## config.mk

```make
export PLATFORM = sky130hd
export DESIGN_NAME = nand_erase_seq
export DESIGN_NICKNAME = d
export VERILOG_FILES = /design/src/rtl/nes_pkg.sv /design/src/rtl/nes_wait_timer.sv /design/src/rtl/nes_bus_cycle.sv /design/src/rtl/nand_erase_seq.sv
export SDC_FILE = /design/constraint.sdc
export NUM_CORES = 1
export LEC_CHECK = 0
export ABC_CLOCK_PERIOD_IN_PS = 2300
export BUFFER_PORTS_ARGS = -buffer_cell sky130_fd_sc_hd__buf_4
export CAP_MARGIN = 20
export CORE_MARGIN = 2
export CORE_UTILIZATION = 50
export DETAILED_ROUTE_END_ITERATION = 8
export GPL_TIMING_DRIVEN = 0
export PLACE_DENSITY = 0.76
export SLEW_MARGIN = 15
export SYNTH_ARGS = -nofsm -noshare
export SYNTH_HDL_FRONTEND = slang
export SYNTH_SLANG_ARGS = --single-unit
```

## constraint.sdc

```tcl
create_clock -name clk -period 2.3 [get_ports clk]
set_clock_uncertainty 0.15 [all_clocks]
set_input_delay 0.46 -clock clk [delete_from_list [all_inputs] [get_ports clk]]
set_output_delay 0.46 -clock clk [all_outputs]
set_load 0.005 [all_outputs]
```

## src/rtl/nes_pkg.sv

```systemverilog
package nes_pkg;

  localparam logic [7:0] OP_ERASE_SETUP = 8'h60;
  localparam logic [7:0] OP_ERASE_GO    = 8'hD0;
  localparam logic [7:0] OP_STATUS      = 8'h70;
  localparam logic [7:0] OP_RESET       = 8'hFF;

  localparam int ST_READY_BIT = 6;
  localparam int ST_FAIL_BIT  = 0;
  localparam int PAGE_BITS    = 6;

  typedef enum logic [3:0] {
    S_IDLE, S_SETUP, S_ADDR, S_CONF, S_TWB, S_WAIT,
    S_SCMD, S_SRD, S_RST, S_RTWB, S_RWAIT, S_FIN
  } seq_st_t;

  typedef enum logic [1:0] {BC_IDLE, BC_SET, BC_LO, BC_HI} bc_st_t;

  typedef struct packed {
    logic       rd;
    logic       cle;
    logic       ale;
    logic [7:0] data;
  } bus_req_t;

  // byte idx of the row address that selects a block; page bits are zero
  function automatic logic [7:0] row_byte(input logic [15:0] blk, input logic [1:0] idx);
    logic [31:0] row;
    row = {16'b0, blk} << PAGE_BITS;
    return row[idx*8 +: 8];
  endfunction

  function automatic logic stat_ready(input logic [7:0] s);
    return s[ST_READY_BIT];
  endfunction

  function automatic logic stat_failed(input logic [7:0] s);
    return s[ST_FAIL_BIT];
  endfunction

  function automatic bus_req_t wr_cmd(input logic [7:0] op);
    bus_req_t r;
    r.rd = 1'b0; r.cle = 1'b1; r.ale = 1'b0; r.data = op;
    return r;
  endfunction

  function automatic bus_req_t wr_addr(input logic [7:0] b);
    bus_req_t r;
    r.rd = 1'b0; r.cle = 1'b0; r.ale = 1'b1; r.data = b;
    return r;
  endfunction

  function automatic bus_req_t rd_byte();
    bus_req_t r;
    r.rd = 1'b1; r.cle = 1'b0; r.ale = 1'b0; r.data = 8'h00;
    return r;
  endfunction

endpackage

```

## src/rtl/nes_wait_timer.sv

```systemverilog
module nes_wait_timer #(
  parameter int W = 16
) (
  input  logic         clk,
  input  logic         rst_n,
  input  logic         clr,
  input  logic         en,
  input  logic [W-1:0] lim,
  output logic         hit
);
  logic [W-1:0] cnt;

  assign hit = en && (lim != '0) && (cnt == lim - 1'b1);

  always_ff @(posedge clk or negedge rst_n) begin
    if (!rst_n)          cnt <= '0;
    else if (clr)        cnt <= '0;
    else if (en && !hit) cnt <= cnt + 1'b1;
  end
endmodule

```

## src/rtl/nes_bus_cycle.sv

```systemverilog
module nes_bus_cycle
  import nes_pkg::*;
#(
  parameter int SETUP_CYC = 2,
  parameter int LO_CYC    = 3,
  parameter int HI_CYC    = 2
) (
  input  logic       clk,
  input  logic       rst_n,
  input  logic       go,
  input  bus_req_t   req,
  input  logic [7:0] io_i,
  output logic [7:0] io_o,
  output logic       oe,
  output logic       cle,
  output logic       ale,
  output logic       we_n,
  output logic       re_n,
  output logic       done,
  output logic [7:0] rdata
);
  localparam int MAXC = (SETUP_CYC > LO_CYC) ? ((SETUP_CYC > HI_CYC) ? SETUP_CYC : HI_CYC)
                                             : ((LO_CYC > HI_CYC) ? LO_CYC : HI_CYC);
  localparam int CW = (MAXC < 2) ? 1 : $clog2(MAXC + 1);
  localparam logic [CW-1:0] SET_LAST = CW'(SETUP_CYC - 1);
  localparam logic [CW-1:0] LO_LAST  = CW'(LO_CYC - 1);
  localparam logic [CW-1:0] HI_LAST  = CW'(HI_CYC - 1);

  bc_st_t        bst;
  logic [CW-1:0] cnt;
  bus_req_t      rq;

  assign done = (bst == BC_HI) && (cnt == HI_LAST);
  assign oe   = (bst != BC_IDLE) && !rq.rd;
  assign cle  = oe && rq.cle;
  assign ale  = oe && rq.ale;
  assign io_o = oe ? rq.data : 8'h00;
  assign we_n = !((bst == BC_LO) && !rq.rd);
  assign re_n = !((bst == BC_LO) && rq.rd);

  always_ff @(posedge clk or negedge rst_n) begin
    if (!rst_n) begin
      bst   <= BC_IDLE;
      cnt   <= '0;
      rq    <= '0;
      rdata <= 8'h00;
    end else begin
      case (bst)
        BC_IDLE: if (go) begin
          rq  <= req;
          cnt <= '0;
          bst <= req.rd ? BC_LO : BC_SET;
        end
        BC_SET: if (cnt == SET_LAST) begin
          bst <= BC_LO; cnt <= '0;
        end else cnt <= cnt + 1'b1;
        BC_LO: if (cnt == LO_LAST) begin
          bst <= BC_HI; cnt <= '0;
          if (rq.rd) rdata <= io_i;
        end else cnt <= cnt + 1'b1;
        default: if (cnt == HI_LAST) begin
          bst <= BC_IDLE; cnt <= '0;
        end else cnt <= cnt + 1'b1;
      endcase
    end
  end
endmodule

```

## src/rtl/nand_erase_seq.sv

```systemverilog
module nand_erase_seq
  import nes_pkg::*;
#(
  parameter int BLK_W     = 11,
  parameter int TO_W      = 16,
  parameter int SETUP_CYC = 2,
  parameter int WE_LO_CYC = 3,
  parameter int WE_HI_CYC = 2,
  parameter int TWB_CYC   = 4
) (
  input  logic             clk,
  input  logic             rst_n,
  input  logic             start_i,
  input  logic [BLK_W-1:0] blk_i,
  input  logic             addr3_i,
  input  logic             abort_i,
  input  logic [TO_W-1:0]  to_lim_i,
  input  logic             nand_rb_i,
  input  logic [7:0]       nand_io_i,
  output logic [7:0]       nand_io_o,
  output logic             nand_io_oe_o,
  output logic             nand_cle_o,
  output logic             nand_ale_o,
  output logic             nand_we_n_o,
  output logic             nand_re_n_o,
  output logic             nand_ce_n_o,
  output logic             busy_o,
  output logic             done_o,
  output logic             pass_o,
  output logic             fail_o,
  output logic             timeout_o,
  output logic             invalid_o
);
  localparam logic [TO_W-1:0] TWB_LIM = TO_W'(TWB_CYC);

  seq_st_t          st, nst;
  logic [BLK_W-1:0] blk_q, nblk;
  logic             three_q, n3;
  logic [1:0]       idx_q, nidx;
  logic             abort_q, nab;
  logic             started_q, nstarted;
  logic             tmo_q, ntmo, pass_q, npass, fail_q, nfail, inv_q, ninv;
  logic             iss, go_q;
  bus_req_t         nreq, req_q;
  logic             want_rst;

  // internal events brought out for the checker
  logic             bus_done;
  logic [7:0]       stat_byte;
  logic             rb_s1, rb_s;
  logic             twb_hit, tmo_hit;
  logic             abort_ok;
  logic [1:0]       last_idx;

  always_ff @(posedge clk or negedge rst_n) begin
    if (!rst_n) begin rb_s1 <= 1'b1; rb_s <= 1'b1; end
    else begin rb_s1 <= nand_rb_i; rb_s <= rb_s1; end
  end

  nes_bus_cycle #(.SETUP_CYC(SETUP_CYC), .LO_CYC(WE_LO_CYC), .HI_CYC(WE_HI_CYC)) u_bus (
    .clk(clk), .rst_n(rst_n), .go(go_q), .req(req_q), .io_i(nand_io_i),
    .io_o(nand_io_o), .oe(nand_io_oe_o), .cle(nand_cle_o), .ale(nand_ale_o),
    .we_n(nand_we_n_o), .re_n(nand_re_n_o), .done(bus_done), .rdata(stat_byte)
  );

  nes_wait_timer #(.W(TO_W)) u_twb (
    .clk(clk), .rst_n(rst_n),
    .clr(!(st == S_TWB || st == S_RTWB)),
    .en(st == S_TWB || st == S_RTWB),
    .lim(TWB_LIM), .hit(twb_hit)
  );

  nes_wait_timer #(.W(TO_W)) u_tmo (
    .clk(clk), .rst_n(rst_n),
    .clr(st != S_WAIT),
    .en(st == S_WAIT && !rb_s),
    .lim(to_lim_i), .hit(tmo_hit)
  );

  assign abort_ok = (st == S_SETUP) || (st == S_ADDR) || (st == S_CONF) ||
                    (st == S_TWB)   || (st == S_WAIT);
  assign last_idx = three_q ? 2'd2 : 2'd1;

  always_comb begin
    nst = st; iss = 1'b0; nreq = '0; want_rst = 1'b0;
    nblk = blk_q; n3 = three_q; nidx = idx_q; nab = abort_q;
    nstarted = started_q; ntmo = tmo_q; npass = pass_q; nfail = fail_q; ninv = inv_q;
    if (abort_ok && abort_i) nab = 1'b1;
    case (st)
      S_IDLE: if (start_i) begin
        nst = S_SETUP; iss = 1'b1; nreq = wr_cmd(OP_ERASE_SETUP);
        nblk = blk_i; n3 = addr3_i; nidx = 2'd0; nab = 1'b0; nstarted = 1'b0;
        ntmo = 1'b0; npass = 1'b0; nfail = 1'b0; ninv = 1'b0;
      end
      S_SETUP: if (bus_done) begin
        if (nab) want_rst = 1'b1;
        else begin
          nst = S_ADDR; iss = 1'b1; nidx = 2'd0;
          nreq = wr_addr(row_byte(16'(blk_q), 2'd0));
        end
      end
      S_ADDR: if (bus_done) begin
        if (nab) want_rst = 1'b1;
        else if (idx_q == last_idx) begin
          nst = S_CONF; iss = 1'b1; nreq = wr_cmd(OP_ERASE_GO);
        end else begin
          nidx = idx_q + 2'd1; iss = 1'b1;
          nreq = wr_addr(row_byte(16'(blk_q), idx_q + 2'd1));
        end
      end
      S_CONF: if (bus_done) begin
        nstarted = 1'b1; nst = S_TWB;
      end
      S_TWB: begin
        if (nab) want_rst = 1'b1;
        else if (twb_hit) nst = S_WAIT;
      end
      S_WAIT: begin
        if (nab) want_rst = 1'b1;
        else if (rb_s) begin
          nst = S_SCMD; iss = 1'b1; nreq = wr_cmd(OP_STATUS);
        end else if (tmo_hit) begin
          ntmo = 1'b1; want_rst = 1'b1;
        end
      end
      S_SCMD: if (bus_done) begin
        nst = S_SRD; iss = 1'b1; nreq = rd_byte();
      end
      S_SRD: if (bus_done) begin
        if (!stat_ready(stat_byte)) begin
          iss = 1'b1; nreq = rd_byte();
        end else begin
          nfail = stat_failed(stat_byte);
          npass = !stat_failed(stat_byte);
          nst = S_FIN;
        end
      end
      S_RST:   if (bus_done) nst = S_RTWB;
      S_RTWB:  if (twb_hit) nst = S_RWAIT;
      S_RWAIT: if (rb_s) nst = S_FIN;
      default: nst = S_IDLE;
    endcase
    if (want_rst) begin
      nst = S_RST; iss = 1'b1; nreq = wr_cmd(OP_RESET); ninv = started_q;
    end
  end

  always_ff @(posedge clk or negedge rst_n) begin
    if (!rst_n) begin
      st <= S_IDLE; go_q <= 1'b0; req_q <= '0;
      blk_q <= '0; three_q <= 1'b0; idx_q <= 2'd0; abort_q <= 1'b0;
      started_q <= 1'b0; tmo_q <= 1'b0; pass_q <= 1'b0; fail_q <= 1'b0; inv_q <= 1'b0;
    end else begin
      st <= nst; go_q <= iss;
      if (iss) req_q <= nreq;
      blk_q <= nblk; three_q <= n3; idx_q <= nidx; abort_q <= nab;
      started_q <= nstarted; tmo_q <= ntmo; pass_q <= npass; fail_q <= nfail; inv_q <= ninv;
    end
  end

  assign busy_o      = (st != S_IDLE);
  assign nand_ce_n_o = !busy_o;
  assign done_o      = (st == S_FIN);
  assign pass_o      = pass_q;
  assign fail_o      = fail_q;
  assign timeout_o   = tmo_q;
  assign invalid_o   = inv_q;
endmodule

```

==> flow_results.org, run 1 <==
** Outcome
- Outcome :: finished, violations left
- Violations in the final reports :: hold timing, setup timing

** Placement
- Half-perimeter wire length after placement :: between 9000 and 10000 microns
- Port buffering added 52 buffers.
- At the end of routability-driven placement, the weighted congestion stood at between 0.9 and 1.
- Count of placed standard cells including taps :: 769

** Logic synthesis
- Total number of yosys warnings :: 0
- Count of flip-flops with a built-in enable after synthesis :: 0
- The synthesized design contains 87 register bits.
- Commonest cells in the synthesized netlist :: 90 x sky130_fd_sc_hd__nand2_1, 85 x sky130_fd_sc_hd__dfrtp_1, 43 x sky130_fd_sc_hd__nor2_1
- sky130_fd_sc_hd__dfrtp_1 takes more of the synthesized area than any other cell.
- The cell count after synthesis came out at 581.
- Mean instance size in the synthesized netlist :: about 9 sq um
- sky130_fd_sc_hd__nand2_1 is the most common cell in the netlist.
- The share of synthesized area in the top cell type comes to 0.412.
- Total nets after synthesis :: 631
- The synthesized netlist contains between 60 and 70 unique library cells.
- Biggest area contributors in the synthesized netlist :: sky130_fd_sc_hd__dfrtp_1 41%, sky130_fd_sc_hd__nand2_1 6.5%, sky130_fd_sc_hd__xor2_1 3.4%
- The most used flip-flop cell after synthesis is sky130_fd_sc_hd__dfrtp_1.
- FFs w/ async S/R, synth :: 1.00
- Of the synthesized area, sequential elements account for 0.422.
- Mapped cell area :: 5160 sq um

** Final layout
- The area growth from synthesis to layout is 34.5%.
- The net count of the finished layout is between 700 and 800.
- Diodes inserted :: 0
- Fin cells :: 824
- Across the whole layout, storage elements account for between 2000 and 2500 sq um.
- Layout cell share with drive strength beyond 1 :: 0.330
- Final-layout fill cell count :: about 750
- In the final layout, the multi-input gates occupy about 3300 sq um.

** Critical path
- By startpoint and endpoint, the worst setup path is classified as input port to flop.
- Critical path's most frequent cell :: sky130_fd_sc_hd__buf_4
- STA classifies the critical path endpoint as a flop.
- CP required :: about 2500 ps
- Of all nets on the critical path, the largest fanout is 4.
- Register-to-register setup slack :: -420 ps
- Measured in cells, the most critical reg-to-reg path has a length of 11.
- The worst setup path is launched from an input port.
- For this run, the slowest stage of the critical path takes 490 ps.
- The startpoint identified for the worst register-to-register timing path is u_tmo.cnt[7].
- Data on the critical path arrives at its endpoint at between 2000 and 3000 ps.
- End of the worst register-to-register path :: u_tmo.cnt[2]
- For this design, the slowest cell found on the critical path is sky130_fd_sc_hd__or4b_4.
- Traced cell by cell, the critical path runs through clkbuf_16 > clkinv_8 > ha_4 > or4b_4 > nor4_4 > buf_4 > nor3_2 > a21oi_2 > o21a_4 > nor4b_4 > buf_4 > or4_1 > a21oi_1.

** Run
- The tool flagged a number of max-cap violations equal to 0.

** Global routing
- Met2 capacity usage during global routing :: 0.437
- Number of antenna violations at the first check in global routing :: 0
- Overall Global Routing Usage :: 0.258
- Pin count of the biggest net entering global routing :: 88
- GR peak layer :: met2
- Global routing finished with a remaining overflow of 0.
- Met3 global-route usage :: 0.0346
- The first global-routing pass estimated between 20000 and 25000 microns of wire.
- Number of global-route vias before repair :: approximately 4900
- In the global route stage, met1 resource usage came out at 0.321.

** Clock network
- TritonCTS created 9 clock buffers.
- TritonCTS built the clock tree.
- Clock latency on the worst-skew pair :: roughly 370 ps
- Clock sink total :: 87
- CTS clock-pin slew for the worst setup and hold paths :: ~100 ps
- Count of H-tree levels built during CTS :: 3
- In this run, post-CTS hold repair placed 0 buffers.
- Maximum clock insertion buffer count :: 2
- Root buffer selected by CTS :: sky130_fd_sc_hd__clkbuf_8

** Timing
- Share of the clock period used by the worst path after layout :: 1.19
- At the pin with the least slew margin, the transition time is roughly 800 ps.
- The final count of pins violating max slew came to 0.
- Final Hold Slack :: -11.0 ps
- Number of hold violations in the final report :: 3
- Measured against its own limit, the worst slew margin works out to 0.466.
- For this run, the top clock speed supported by timing is roughly 360 MHz.
- Setup violations remaining at the end of the flow were counted as 36.
- Post-layout minimum cycle time :: roughly 2700 ps
- Final worst-path setup slack :: -442 ps
- RSZ-0062 raised after global routing :: yes

** Route
- After detailed routing, the average wire length per cell comes to roughly 18 microns.
- The first detailed-routing pass took 5 iterations.
- After the first detailed-routing iteration, the DRC count stood at about 470.
- Vias after detailed routing :: 5036
- Total Routed Length :: roughly 14000 microns
- Once detail routing completed, the nets flagged for antenna violations numbered 0.
- After detailed routing, the number of vias per cell comes to just over 6.
- DRC violation count after routing :: 0

** Die
- Die width :: 106 microns
- The initial utilization of the core area, before any placement, comes to 0.507.
- 61 I/O pins were placed.
- Placeable Area :: around 10000 sq um
- Number of placement rows :: 37
- In this run the vertical extent of the chip is approximately 110 microns.
- Die area :: 11100 sq um

** Power and ir drop
- Overall power consumption after layout is estimated at between 6 and 7 mW.
- In this run the power density over the cells is ~900 nW/um^2.
- Worst ir drop on vdd :: 0.597 mV
- In this run the static leakage power is 2.89 nW.

** Hold path
- Path type of the worst min-delay path :: input port to async pin
[routing by layer]
metal | up-vias | share of wire
met2 | 226 | 0.50
li1 | 2306 | -
met4 | 0 | 0.030
met3 | 39 | 0.058
met5 | - | 0
met1 | 2465 | 0.41
[cells by family (layout without fill, tap and decap cells)]
kind of cell | after synthesis | count (layout) | share of synthesized area
AOI/OAI and AO/OA | 131 | 131 | 0.168
muxes | 21 | 21 | 0.0441
and+or+nand+nor | 260 | 260 | 0.259
xor gates and xnor gates | 27 | 27 | 0.0458
buffers and inverters | 46 | 153 | 0.0386
adders and majority gates | 9 | 9 | 0.0218
DFF | 87 | 87 | 0.422
[worst max-delay path, delay by kind of cell]
kind / cells / cell delay [ps]
adder cells (fa/ha/maj): 1 / 140
AO/OA/AOI/OAI: 3 / 440
AND/OR/NAND/NOR: 5 / 1380
buffers and inverters: 4 / 470
[power by group]
part	internal, mW	switching [mW]	total, mW
sequential	1.93	0.315	2.24
combinational	1.34	1.56	2.90
clock	0.432	0.577	1.01
total	3.69	2.45	6.15
[cells in the final DEF (no fill, tap or decap), types with 13 or more instances in the layout]
cell / count
sky130_fd_sc_hd__buf_4: 80
sky130_fd_sc_hd__xor2_1: 19
sky130_fd_sc_hd__and2_1: 13
sky130_fd_sc_hd__or3_1: 14
sky130_fd_sc_hd__nor2_1: 35
sky130_fd_sc_hd__nand2_1: 85
sky130_fd_sc_hd__mux2_2: 14
sky130_fd_sc_hd__dfrtp_1: 80
sky130_fd_sc_hd__o21ai_0: 22
sky130_fd_sc_hd__a21oi_1: 28
sky130_fd_sc_hd__nand3_1: 16
[through the flow]
stage	setup TNS (ps)	instance area (sq um)	hold WS [ps]	util	setup WS, ps
floorplan	-17840	5240	14.4	-	-668
global placement	-38130	5800	197	0.569	-1120
detailed placement	-42140	5800	199	0.569	-1240
CTS	-10570	6710	43.1	0.659	-411
global route	-16270	6940	38.9	0.682	-571
finish	-12920	6940	-11.0	0.682	-442
[area by class of cell]
class	count	share of cell area
Tap cell	136	0.0245
Buffer	23	0.0274
Timing Repair Buffer	97	0.121
Multi-Input combinational cell	448	0.473
Inverter	17	0.0130
Clock inverter	5	0.00595
Sequential cell	87	0.315
Clock buffer	11	0.0204
[sequential cells by signal, summed over array words and instances (netlist names)]
register and flops:
req_q 11, rb_s 1, rb_s1 1, u_bus.rq 11, pass_o 1, three_q 1, u_twb.cnt 16, st 4
abort_q 1, invalid_o 1, u_bus.rdata 2, started_q 1, fail_o 1, u_bus.bst 2, u_bus.cnt 2, timeout_o 1
u_tmo.cnt 16, blk_q 11, go_q 1, idx_q 2
[worst max path at each step]
stage | startpoint | to | slack [ps] | depth (start not counted)
6_report | to_lim_i[0] | u_tmo.cnt[14] | -440 | 13
5_1_grt | to_lim_i[7] | u_tmo.cnt[10] | -570 | 11
4_1_cts | to_lim_i[0] | u_tmo.cnt[14] | -410 | 13
3_5_place_dp | to_lim_i[1] | st[0] | -1240 | 12
3_3_place_gp | to_lim_i[1] | st[0] | -1120 | 12
2_1_floorplan | to_lim_i[0] | u_tmo.cnt[7] | -670 | 13
[what timing repair did]
item	4_1_cts	5_1_grt
pin swaps	43	16
gates cloned	4	0
gates resized for setup	103	41
setup buffers	33	9
setup endpoints to repair	64	48
Power figures use the tool's default switching activity.
==> run 2: changes to the inputs <==
Settings changed: PLACE_DENSITY 0.76 to 0.73.
==> flow_results.org, run 2 (synthesis results as in run 1) <==
** Clock network
- Clock sink total :: 87 (unchanged)
- The clock latency of the later-clocked register in the worst-skew pair was 370 ps (about the same).
- CTS clock-pin slew for the worst setup and hold paths :: 90 ps (about the same)
- CTS tree :: yes
- Cts bufs inserted :: 9 (unchanged)
- The count of hold-fix buffers inserted at cts is 0 (unchanged).
- Maximum clock insertion buffer count :: 2 (unchanged)
- The deepest level of the CTS H-tree is 3 (unchanged).
- Root buffer selected by CTS :: sky130_fd_sc_hd__clkbuf_8

** Timing
- Number of hold violations in the final report :: 15 (+12)
- The setup total negative slack was -11940 ps (+986 ps).
- The final critical-path setup slack is -462 ps (-20.0 ps).
- Share of the clock period used by the worst path after layout :: 1.20 (+0.00870)
- The headroom to the max-slew limit was 0.469 (+0.00254).
- The post-route worst hold slack was -12.9 ps (-1.97 ps).
- Setup repair after global routing could not meet its margin everywhere.
- Top achievable clock speed :: 362 MHz (-0.72%)
- The slew at the pin closest to its max-slew limit came to 797 ps (-3.81 ps).
- Count of pins over their slew limit :: 0 (unchanged)
- Endpoints failing setup :: 36 (unchanged)
- Post-layout minimum cycle time :: 2760 ps (+20.0 ps)

** Route
- The final routed wirelength across all metal layers was 14300 microns (-1.3%).
- The average wire per cell in the routed design is 17.3 microns (-1.2%).
- The number of iterations in the first detailed-routing pass was 8 (+3).
- The via density per instance came to 6.06 (-0.79%).
- DRC violation count after routing :: 0 (unchanged)
- Number of nets with antenna violations after routing :: 0 (unchanged)
- The initial detailed-routing violation count came to 375 (-21%).
- Vias after detailed routing :: 4990 (-0.91%)

** Power and ir drop
- Worst ir drop on vdd :: 0.627 mV (+5.0%)
- The power density over the cells was 899 nW/um^2 (+1.5%).
- The leakage power figure is 2.89 nW (about the same).
- The power consumption is 6.22 mW (+1.2%).

** Global routing
- Pin count of the biggest net entering global routing :: 88 (unchanged)
- The total routing resource utilization after global routing was 0.257 (-0.00116).
- First-pass GRT wire length :: 23000 microns (-0.80%)
- Number of antenna violations at the first check in global routing :: 0 (unchanged)
- The global-route congestion overflow total came to 0 (unchanged).
- The number of global-route vias before repair came to 4852 (-0.10%).

** Placement
- The half-perimeter wire length after detailed placement is 9200 microns (+1.5%).
- The number of port buffers is 52 (unchanged).
- The number of instances in the placed design was 769 (unchanged).
- Placed Area :: 5800 sq um (unchanged)
- Gp weighted congestion :: 0.935 (-0.58%)

** Critical path
- The critical path is of the input port to flop type.
- Nature of the critical path endpoint :: flop
- Among the stages of the critical path, the cell type that occurs most often is sky130_fd_sc_hd__buf_4.
- Walking the worst path, the cells encountered are clkbuf_16 > clkinv_8 > ha_4 > or4b_4 > nor4_4 > buf_4 > nor3_2 > a21oi_2 > o21a_4 > nor4b_4 > buf_4 > or4_1 > a21oi_1.
- WP data arrival :: 2900 ps (about the same)
- Critical Path Source Type :: input port
- The maximum fanout count along the critical path is 3 (-1).
- The highest cell delay on the worst timing path was 490 ps (about the same).
- Master of the slowest instance on the critical path :: sky130_fd_sc_hd__or4_1
- The worst path required time is 2440 ps (about the same).

** Run
- The max capacitance violation total came to 0 (unchanged).

** Die
- The boundary pin count is 61 (unchanged).
- Number of placement rows :: 37 (unchanged)
- Die width :: 106 microns (unchanged)
- The starting density of the core was 0.507 (unchanged).
- Die span in y :: 106 microns (unchanged)
- The total die area was 11100 sq um (unchanged).
- Placeable Area :: 10200 sq um (unchanged)

** Final layout
- Compared with the post-synthesis result, the final layout area differs by 34.1%.
- In the final layout, the registers with the most flip-flops are u_tmo.cnt x16, u_twb.cnt x16.
- Most common cell after layout, fill and taps aside :: sky130_fd_sc_hd__nand2_1
- Number of nets in the layout :: 733 (unchanged)
- The number of inserted diodes is 0 (unchanged).
- Utilization after layout :: 0.680 (-0.00196)
- The post-layout instance area is 6920 sq um (-0.29%).
- The share of layout cells above drive strength 1 came to 0.336 (+0.00630).
- Fin cells :: 823 (-0.12%)
- Most used cells in the layout excluding fill and tap cells :: 84 x sky130_fd_sc_hd__nand2_1, 81 x sky130_fd_sc_hd__dfrtp_1, 80 x sky130_fd_sc_hd__buf_4

** Outcome
- The flow ran to the end, but the final reports show violations.
- The checks that failed: hold timing, setup timing.

** Hold path
- Path type of the worst min-delay path :: input port to async pin
[run 2: cell type report]
class,count,area (sq um)
fillers,780,3260
multi-input cells,448,3250
flip-flops and latches,87,2180
repair buffers,97,851
plain buffers,23,181
well taps,136,170
clock buffers,9,124
inverters,17,95.1
clock inverters,6,70.1
[run 2: worst paths after layout]
| check | from | to | slack (ps) | depth (start not counted) |
|---|---|---|---|---|
| max | to_lim_i[0] | u_tmo.cnt[14] | -460 | 13 |
| min | rst_n | u_twb.cnt[5] | -10 | 1 |
| max reg2reg | st[3] | u_tmo.cnt[6] | -360 | 10 |
| min reg2reg | rb_s1 | rb_s | 210 | 0 |
| max in group asynchronous | rst_n | u_tmo.cnt[8] | 1440 | 1 |
| min in group clk | nand_rb_i | rb_s1 | 50 | 1 |
[run 2: critical path, delay by kind of cell]
kind | cells | cell delay [ps]
compound gates | 3 | 470
fa+ha+maj | 1 | 130
buf+inv | 4 | 460
simple gates | 5 | 1370
[run 2: where the power goes]
group          internal, mW  switching, mW
combinational          1.34           1.57
clock                 0.503          0.584
sequential             1.92          0.301
[run 2: repair_timing]
item / 4_1_cts / 5_1_grt
gates cloned: 4 / 0
resized for setup: 100 / 52
setup buffers: 33 / 9
endpoints found under the setup margin: 63 / 58
pin swaps: 42 / 11
[run 2: layer usage]
layer,vias up,share of wire,track usage
li1,2306,-,-
met1,2425,0.42,0.325
met2,212,0.50,0.436
met3,47,0.048,0.0334
met4,0,0.033,0.120
met5,-,0,0
[run 2: per-stage QoR]
| stage | setup slack [ps] | hold WS [ps] |
|---|---|---|
| after floorplan | -668 | 14.4 |
| after global placement | -1160 | 198 |
| after detailed placement | -1250 | 201 |
| after CTS | -414 | 39.8 |
| after global routing | -534 | 37.6 |
| final | -462 | -12.9 |
